--- src/rtl/rf_pkg.sv ---
package rf_pkg;
    parameter int DEF_NUM_REGS = 32;
    parameter int DEF_DATA_W   = 8;
endpackage

--- src/rtl/rf_write_decode.sv ---
module rf_write_decode #(
    parameter int NUM_REGS = 32,
    localparam int ADDR_W  = $clog2(NUM_REGS)
) (
    input  logic              en,
    input  logic [ADDR_W-1:0] addr,
    output logic [NUM_REGS-1:1] sel
);
    // One strobe per stored register; entry zero has no strobe at all.
    always_comb begin
        for (int i = 1; i < NUM_REGS; i++) begin
            sel[i] = en && (addr == ADDR_W'(i));
        end
    end
endmodule

--- src/rtl/rf_cell.sv ---
module rf_cell #(
    parameter int DATA_W = 8,
    parameter logic [DATA_W-1:0] INIT = '0
) (
    input  logic              clk,
    input  logic              rst,
    input  logic              we,
    input  logic [DATA_W-1:0] d,
    output logic [DATA_W-1:0] q
);
    always_ff @(posedge clk) begin
        if (rst) begin
            q <= INIT;
        end else if (we) begin
            q <= d;
        end
    end
endmodule

--- src/rtl/rf_read_port.sv ---
module rf_read_port #(
    parameter int NUM_REGS = 32,
    parameter int DATA_W   = 8,
    localparam int ADDR_W  = $clog2(NUM_REGS)
) (
    input  logic [NUM_REGS*DATA_W-1:0] store,
    input  logic [ADDR_W-1:0]          addr,
    output logic [DATA_W-1:0]          data
);
    // Slot zero of the store vector is tied to zero by the parent.
    always_comb begin
        data = store[int'(addr)*DATA_W +: DATA_W];
    end
endmodule

--- src/rtl/regfile_2r1w.sv ---
module regfile_2r1w #(
    parameter int NUM_REGS = rf_pkg::DEF_NUM_REGS,
    parameter int DATA_W   = rf_pkg::DEF_DATA_W,
    localparam int ADDR_W  = $clog2(NUM_REGS)
) (
    input  logic              clk,
    input  logic              rst,
    input  logic [ADDR_W-1:0] rd_addr_a,
    output logic [DATA_W-1:0] rd_data_a,
    input  logic [ADDR_W-1:0] rd_addr_b,
    output logic [DATA_W-1:0] rd_data_b,
    input  logic [ADDR_W-1:0] wr_addr,
    input  logic [DATA_W-1:0] wr_data,
    input  logic              wr_en
);
    logic [NUM_REGS-1:1]        wr_sel;
    logic [NUM_REGS*DATA_W-1:0] store;

    rf_write_decode #(.NUM_REGS(NUM_REGS)) u_dec (
        .en   (wr_en),
        .addr (wr_addr),
        .sel  (wr_sel)
    );

    // Entry zero: constant, no flops.
    assign store[DATA_W-1:0] = '0;

    for (genvar g = 1; g < NUM_REGS; g++) begin : g_reg
        rf_cell #(
            .DATA_W (DATA_W),
            .INIT   (DATA_W'(g))
        ) u_cell (
            .clk (clk),
            .rst (rst),
            .we  (wr_sel[g]),
            .d   (wr_data),
            .q   (store[g*DATA_W +: DATA_W])
        );
    end

    rf_read_port #(.NUM_REGS(NUM_REGS), .DATA_W(DATA_W)) u_rd_a (
        .store (store),
        .addr  (rd_addr_a),
        .data  (rd_data_a)
    );

    rf_read_port #(.NUM_REGS(NUM_REGS), .DATA_W(DATA_W)) u_rd_b (
        .store (store),
        .addr  (rd_addr_b),
        .data  (rd_data_b)
    );
endmodule

--- config.mk ---
export PLATFORM = sky130hd
export DESIGN_NAME = regfile_2r1w
export DESIGN_NICKNAME = d
export VERILOG_FILES = /design/src/rtl/rf_pkg.sv /design/src/rtl/rf_write_decode.sv /design/src/rtl/rf_cell.sv /design/src/rtl/rf_read_port.sv /design/src/rtl/regfile_2r1w.sv
export SDC_FILE = /design/constraint.sdc
export NUM_CORES = 1
export LEC_CHECK = 0
export BUFFER_PORTS_ARGS = -buffer_cell sky130_fd_sc_hd__buf_4
export CAP_MARGIN = 20
export CELL_PAD_IN_SITES_DETAIL_PLACEMENT = 0
export CELL_PAD_IN_SITES_GLOBAL_PLACEMENT = 2
export CORE_AREA = 2 2 178 180
export CTS_CLUSTER_DIAMETER = 200
export DETAILED_ROUTE_END_ITERATION = 6
export DIE_AREA = 0 0 180 182
export PLACE_DENSITY_LB_ADDON = 0.1
export SLEW_MARGIN = 0
export SYNTH_ARGS = -nofsm -noshare
export SYNTH_HDL_FRONTEND = slang
export SYNTH_HIERARCHICAL = 1
export SYNTH_SLANG_ARGS = --single-unit
--- constraint.sdc ---
create_clock -name clk -period 2.8 [get_ports clk]
set_input_delay 0.42 -clock clk [delete_from_list [all_inputs] [get_ports clk]]
set_output_delay 0.42 -clock clk [all_outputs]
set_load 0.05 [all_outputs]
==> results.toml, run 1 <==
[sta]
period_share_pct = 100
finalWorstSetupSlack_ps = -6.97
skew_ps = 0
rsz0062_at_grt = "true"
max_slew.worst_pin.slew_ps = 768
setup_viol = 1
fmax_mhz = 356
report.final.slew_viol_count = 0
hold_viol = 0
hold_slack_ps = 351
period_minus_slack_ps = 2810
setup_tns_ps = -6.97
maxSlewHeadroom_pct = 48.8

[placed_design]
postPlaceCellArea_um2 = 14200
place_hpwl_um = 24600
place_congestion = 0.769
io_buffers = 41

[worst_setup_path]
r2r_start = "g_reg[31].u_cell/q[0]"
slowest_delay_ps = 530
cp_slowest_cell = "mux4_2"
crit_fanout = 3
cpMostUsedCell = "mux4_2"
critPathKind = "reg -> out"
critPathLaunch = "g_reg[30].u_cell/q[3]"
cp-start-kind = "register"
critPathArrivalTime_ps = 2390
path_buf_inv = 1
crit_chain = "mux4_2, mux4_2, mux2_4, buf_8"
crit_family = "multiplexers"
critPathRequiredTime_ps = 2380
crit_path_end_kind = "output port"

[cells_and_area]
multi_input_area_um2 = 7790
area_growth_pct = 15.8
regMostFlops = "g.u_cell/q"
largest_reg_flops = 248
fin_area_um2 = 15500
n_fill_cell = 2783
seqCellArea_um2 = 4990
reg_top3 = "g.u_cell/q x248"
drive_above_1_share_pct = 38.0
diodes = 0
finalNetCount = 1145

[global_routing]
grt_overflow = 0
grt_pass1_wl_um = 57700
grtUsageMet2_pct = 38.7
globalRoute.busiestLayer = "met2"
use_met1_pct = 33.6
antenna_found_initial = 0
first_global_vias = 8700
grt_usage_pct = 23.6
met3_usage_pct = 2.71
grt_max_degree = 100

[hold_path]
min_path_type = "in -> reg"
worstHoldStart = "wr_data[6]"

[drt]
drc = 0
wl_per_cell_um = 25.2
viasPerCell = 5.69
dr_total_vias = 8764
finalWirelength_um = 38900
ant_nets = 0
drtIter0Drc = 554
firstDrtPassIters = 5

[power]
p_leak_nw = 5.30
power_density_nw_per_um2 = 535
ir_drop_mv = 0.445

[synth]
async_reset_ff_share_pct = 0
synth.most_common_cell = "dfxtp_1"
synthCells = 1067
ys_ff_latch = 248
synth_edf_count = 0
synth_compound_area_share_pct = 5.44
syn_area_um2 = 13400
syn-mean-instance-area_um2 = 12.5
synth_flop_cell = "dfxtp_1"
synth_cell_types = 24
synthAdderAreaFrac_pct = 0
synth_area_leaders = "dfxtp_1, mux4_2, mux2i_1, nor2_1, a211o_1"
synth_area_leader_cell = "dfxtp_1"
synth_top_area_share_pct = 37.2
synth_xor_area_share_pct = 0
synth_top_family_by_area = "multiplexers"
synth_mux_area_share_pct = 40.9
ys_top_cells_by_count = "dfxtp_1, nor2_1, mux2i_1, mux4_2, a211o_1"
synth_warnings = 6
ys_seq_area_share_pct = 37.2
yosys.area_share.simple_pct = 11.2

[cts]
cts.clk_slew.worst_paths_ps = 60
ctsHtreeMaxLevel = 1
clk-insertion-delay-late_ps = 550
clockBufferDepth = 3
cts_hold_buf = 0
cts_sinks = 248
cts_buffers = 29
tritoncts = "yes"
ctsRootBufferMaster = "clkbuf_16"

[die]
die_y_um = 182
die_area_um2 = 32800
die_x_um = 180
ios = 42
core_region_area_um2 = 31000
start_util_pct = 43.1
num_rows = 65

[outcome]
status = "finished, violations left"
violations = "negative setup slack"

[job]
max_cap_violations = 0
kinds of logic (layout without fill, tap and decap cells):
kind of cell / after synthesis / after routing
AND/OR/NAND/NOR: 291 / 291
buffers and inverters: 103 / 160
other: 1 / 16
multiplexers: 344 / 344
AO/OA/AOI/OAI: 80 / 80
flip-flops: 248 / 248
layer usage:
layer	share of wire, %	vias to the layer above
met4	2.3	0
met2	48	173
li1	-	4091
met3	3.2	48
met5	0	-
met1	47	4452
final timing paths:
kind | to | slack [ps] | cells past startpoint
max | rd_data_a[3] | -7 | 4
min reg2reg | g_reg[6].u_cell/q[6] | 500 | 2
min | g_reg[25].u_cell/q[6] | 350 | 3
max reg2reg | g_reg[31].u_cell/q[0] | 1960 | 2
through the flow:
stage               power, W  instances  utilization, %  worst slack, ps
finish               0.00827       1541            49.9            -6.97
global route         0.00856       1541            49.9            -47.8
CTS                  0.00834       1537            49.4            -37.7
detailed placement   0.00449       1484            45.7            -95.7
global placement     0.00449       1484            45.7            -65.8
floorplan            0.00418       1082               -             96.0
worst reg2reg max path: stages (launching register included):
cell	delay, ps
dfxtp_1	330
and2b_2	190
a211o_1	210
area by class of cell:
class | instances | area share [%]
multi-input combinational | 731 | 50.4
sequential | 248 | 32.3
clock inverter | 9 | 0.664
timing repair buffer | 109 | 7.83
tap | 402 | 3.25
clock buffer | 42 | 5.53
placed cells by master, fill, tap and decap left out, drive strengths merged:
cell	netlist	routed
a211o	80	80
and2b	3	3
buf	55	106
bufinv	0	2
clkbuf	48	45
clkinv	0	5
conb	1	16
dfxtp	248	248
inv	0	2
mux2	16	16
mux2i	168	168
mux4	160	160
nand2	1	1
nand2b	2	2
nand4	1	1
nand4b	3	3
nand4bb	3	3
nor2	199	199
nor2b	77	77
or2	1	1
or4b	1	1
where the power goes:
group	switching, W	leakage, nW	internal, W
clock	0.00151	0.478	0.00229
combinational	0.000491	2.82	0.000394
sequential	0.0000231	2.01	0.00356
total	0.00203	5.30	0.00624
timing repair:
| action | CTS | global route |
|---|---|---|
| cloned | 2 | 2 |
| gates resized for setup | 44 | 26 |
| setup buffers | 0 | 2 |
| endpoints found under the setup margin | 16 | 15 |
Note: power is estimated with default switching activity, not from simulation.
==> run 2, diff against run 1 <==
ABC_AREA = 1   (was unset)
CORE_AREA = 2 2 178 267   (was 2 2 178 180)
DIE_AREA = 0 0 180 269   (was 0 0 180 182)
SLEW_MARGIN = 25   (was 0)
==> results.toml, run 2 <==
[synth]
syn_area_um2 = 15500
synth_warnings = 6
synth_top_family_by_area = "simple AND/OR/NAND/NOR gates"
ys_seq_area_share_pct = 31.9
synth_xor_area_share_pct = 0
yosys.area_share.simple_pct = 54.1
ys_ff_latch = 248
synth_compound_area_share_pct = 0
synth_mux_area_share_pct = 0
synthAdderAreaFrac_pct = 0
synth_area_leader_cell = "dfxtp_1"
synth.most_common_cell = "nand2_1"
syn-mean-instance-area_um2 = 5.73
async_reset_ff_share_pct = 0
ys_top_cells_by_count = "nand2_1, nand3_1, nor2_1, dfxtp_1, inv_1"
synth_edf_count = 0
synth_top_area_share_pct = 31.9
synth_cell_types = 14
synthCells = 2711
synth_area_leaders = "dfxtp_1, nand2_1, nand3_1, nor2_1, buf_6"
synth_flop_cell = "dfxtp_1"

[cells_and_area]
drive_above_1_share_pct = 6.51
regMostFlops = "g.u_cell/q"
finalNetCount = 2737
area_growth_pct = 9.27
layout_common_cells = "nand2_1, nand3_1, nor2_1, dfxtp_1, inv_1"
multi_input_area_um2 = 8460
reg_top3 = "g.u_cell/q x248"
n_fill_cell = 5248
seqCellArea_um2 = 4960
layout_commonest_cell = "nand2_1"
diodes = 0
largest_reg_flops = 248

[placed_design]
place_congestion = 0.851
io_buffers = 41
place_hpwl_um = 43300

[cts]
ctsResizeCount = 0
cts.clk_slew.worst_paths_ps = 70
clk-insertion-delay-late_ps = 570
tritoncts = "yes"
cts_buffers = 30
postCtsSetupRepairBufs = 0
cts_hold_buf = 0
cts_sinks = 248
clockBufferDepth = 3
ctsRootBufferMaster = "clkbuf_16"
ctsHtreeMaxLevel = 1

[worst_setup_path]
critPathArrivalTime_ps = 2170
critPathLaunch = "rd_addr_b[0]"
r2r_start = "g_reg[3].u_cell/q[7]"
critPathRequiredTime_ps = 2380
cp-start-kind = "primary input"
cpMostUsedCell = "nand2_1"
crit_fanout = 57
crit_chain = "buf_4, inv_4, buf_12, buf_4, nand2_1, nand3_1, nand3_1, nand2_1, nand2_1, nand2_1, nand2_1, nand2_1, buf_4"
slowest_delay_ps = 260
cp_slowest_cell = "buf_12"
critPathKind = "in -> out"
crit_family = "buffers and inverters"
crit_path_end_kind = "output port"
path_buf_inv = 5

[die]
die_y_um = 269
num_rows = 97
ios = 42
die_area_um2 = 48400
start_util_pct = 33.6
die_x_um = 180
core_region_area_um2 = 46200

[sta]
maxSlewHeadroom_pct = 40.9
period_share_pct = 92.5
period_minus_slack_ps = 2590
hold_viol = 0
max_slew.worst_pin.slew_ps = 885
setup_tns_ps = 0
skew_ps = 0
rsz0062_at_grt = "false"
report.final.slew_viol_count = 0
setup_viol = 0
fmax_mhz = 386

[power]
ir_drop_mv = 0.413
p_leak_nw = 8.47
power_density_nw_per_um2 = 533
total_power_w = 0.00905

[global_routing]
grt_overflow = 0
grt_pass1_wl_um = 99100
antenna_found_initial = 0
first_global_vias = 15200
grt_usage_pct = 26.9
grt_max_degree = 69

[job]
max_cap_violations = 0

[outcome]
status = "finished clean"

[drt]
dr_total_vias = 16400
drtIter0Drc = 1460
firstDrtPassIters = 5
drc = 0
viasPerCell = 4.92
wl_per_cell_um = 19.9
finalWirelength_um = 66200
ant_nets = 0

[hold_path]
min_path_type = "in -> reg"
worstHoldStart = "wr_addr[3]"
run 2: cell types whose count changed in the layout (fill, tap and decap cells not counted), moves of 55 or more:
cell	before	now
inv_1	0	228
mux4_2	160	0
mux2i_1	168	0
nand2_1	1	1230
a211o_1	60	0
nor2_1	199	362
nor2b_2	55	0
nand3_1	0	464
run 2: report_power, final:
group	switching [W]	internal (W)	leakage [nW]	total [W]
Sequential	0.0000466	0.00358	2.01	0.00362
Combinational	0.00104	0.000374	5.98	0.00141
Clock	0.00168	0.00234	0.480	0.00402
Total	0.00276	0.00629	8.47	0.00905
run 2: kinds of logic after synthesis:
logic type,after synthesis
DFF,248
buffers and inverters,389
and+or+nand+nor,2073
other,1
run 2: area by class of cell:
type | instances | area share [%]
Tap cell | 594 | 4.38
Inverter | 247 | 5.49
Multi-Input combinational cell | 2089 | 49.8
Timing Repair Buffer | 95 | 5.23
Clock inverter | 11 | 0.685
Clock buffer | 44 | 5.15
Sequential cell | 248 | 29.2
run 2: path summary, 6_finish.rpt:
kind                            to  depth (start not counted)  slack, ps
max                   rd_data_b[3]                         13        210
min          g_reg[21].u_cell/q[5]                          6        380
max reg2reg   g_reg[3].u_cell/q[7]                          2       2080
min reg2reg   g_reg[4].u_cell/q[1]                          2        480
run 2: worst min-delay path, cell delays in order:
cell and delay (ps):
buf_4 120, nor2_2 80, nand2_1 90, nor2_1 90, nor2_1 90, nor2_1 50
run 2: stage by stage:
stage | util [%] | instance area, µm² | setup WS [ps] | hold slack [ps] | cells
detailed placement | 34.6 | 16000 | 278 | 466 | 3273
global route | 36.7 | 17000 | 161 | 408 | 3328
floorplan | - | 15600 | 865 | 449 | 2726
global placement | 34.6 | 16000 | 285 | 463 | 3273
CTS | 36.7 | 17000 | 195 | 351 | 3328
finish | 36.7 | 17000 | 211 | 383 | 3328
run 2: metal layers:
metal  global-route usage, %  part of all wire (%)  wire length [µm]
met2                    48.1                    50             32900
met5                       0                     0                 0
met3                    2.28                   4.7              3080
met4                    8.88                   3.1              2080
met1                    34.1                    42             28100
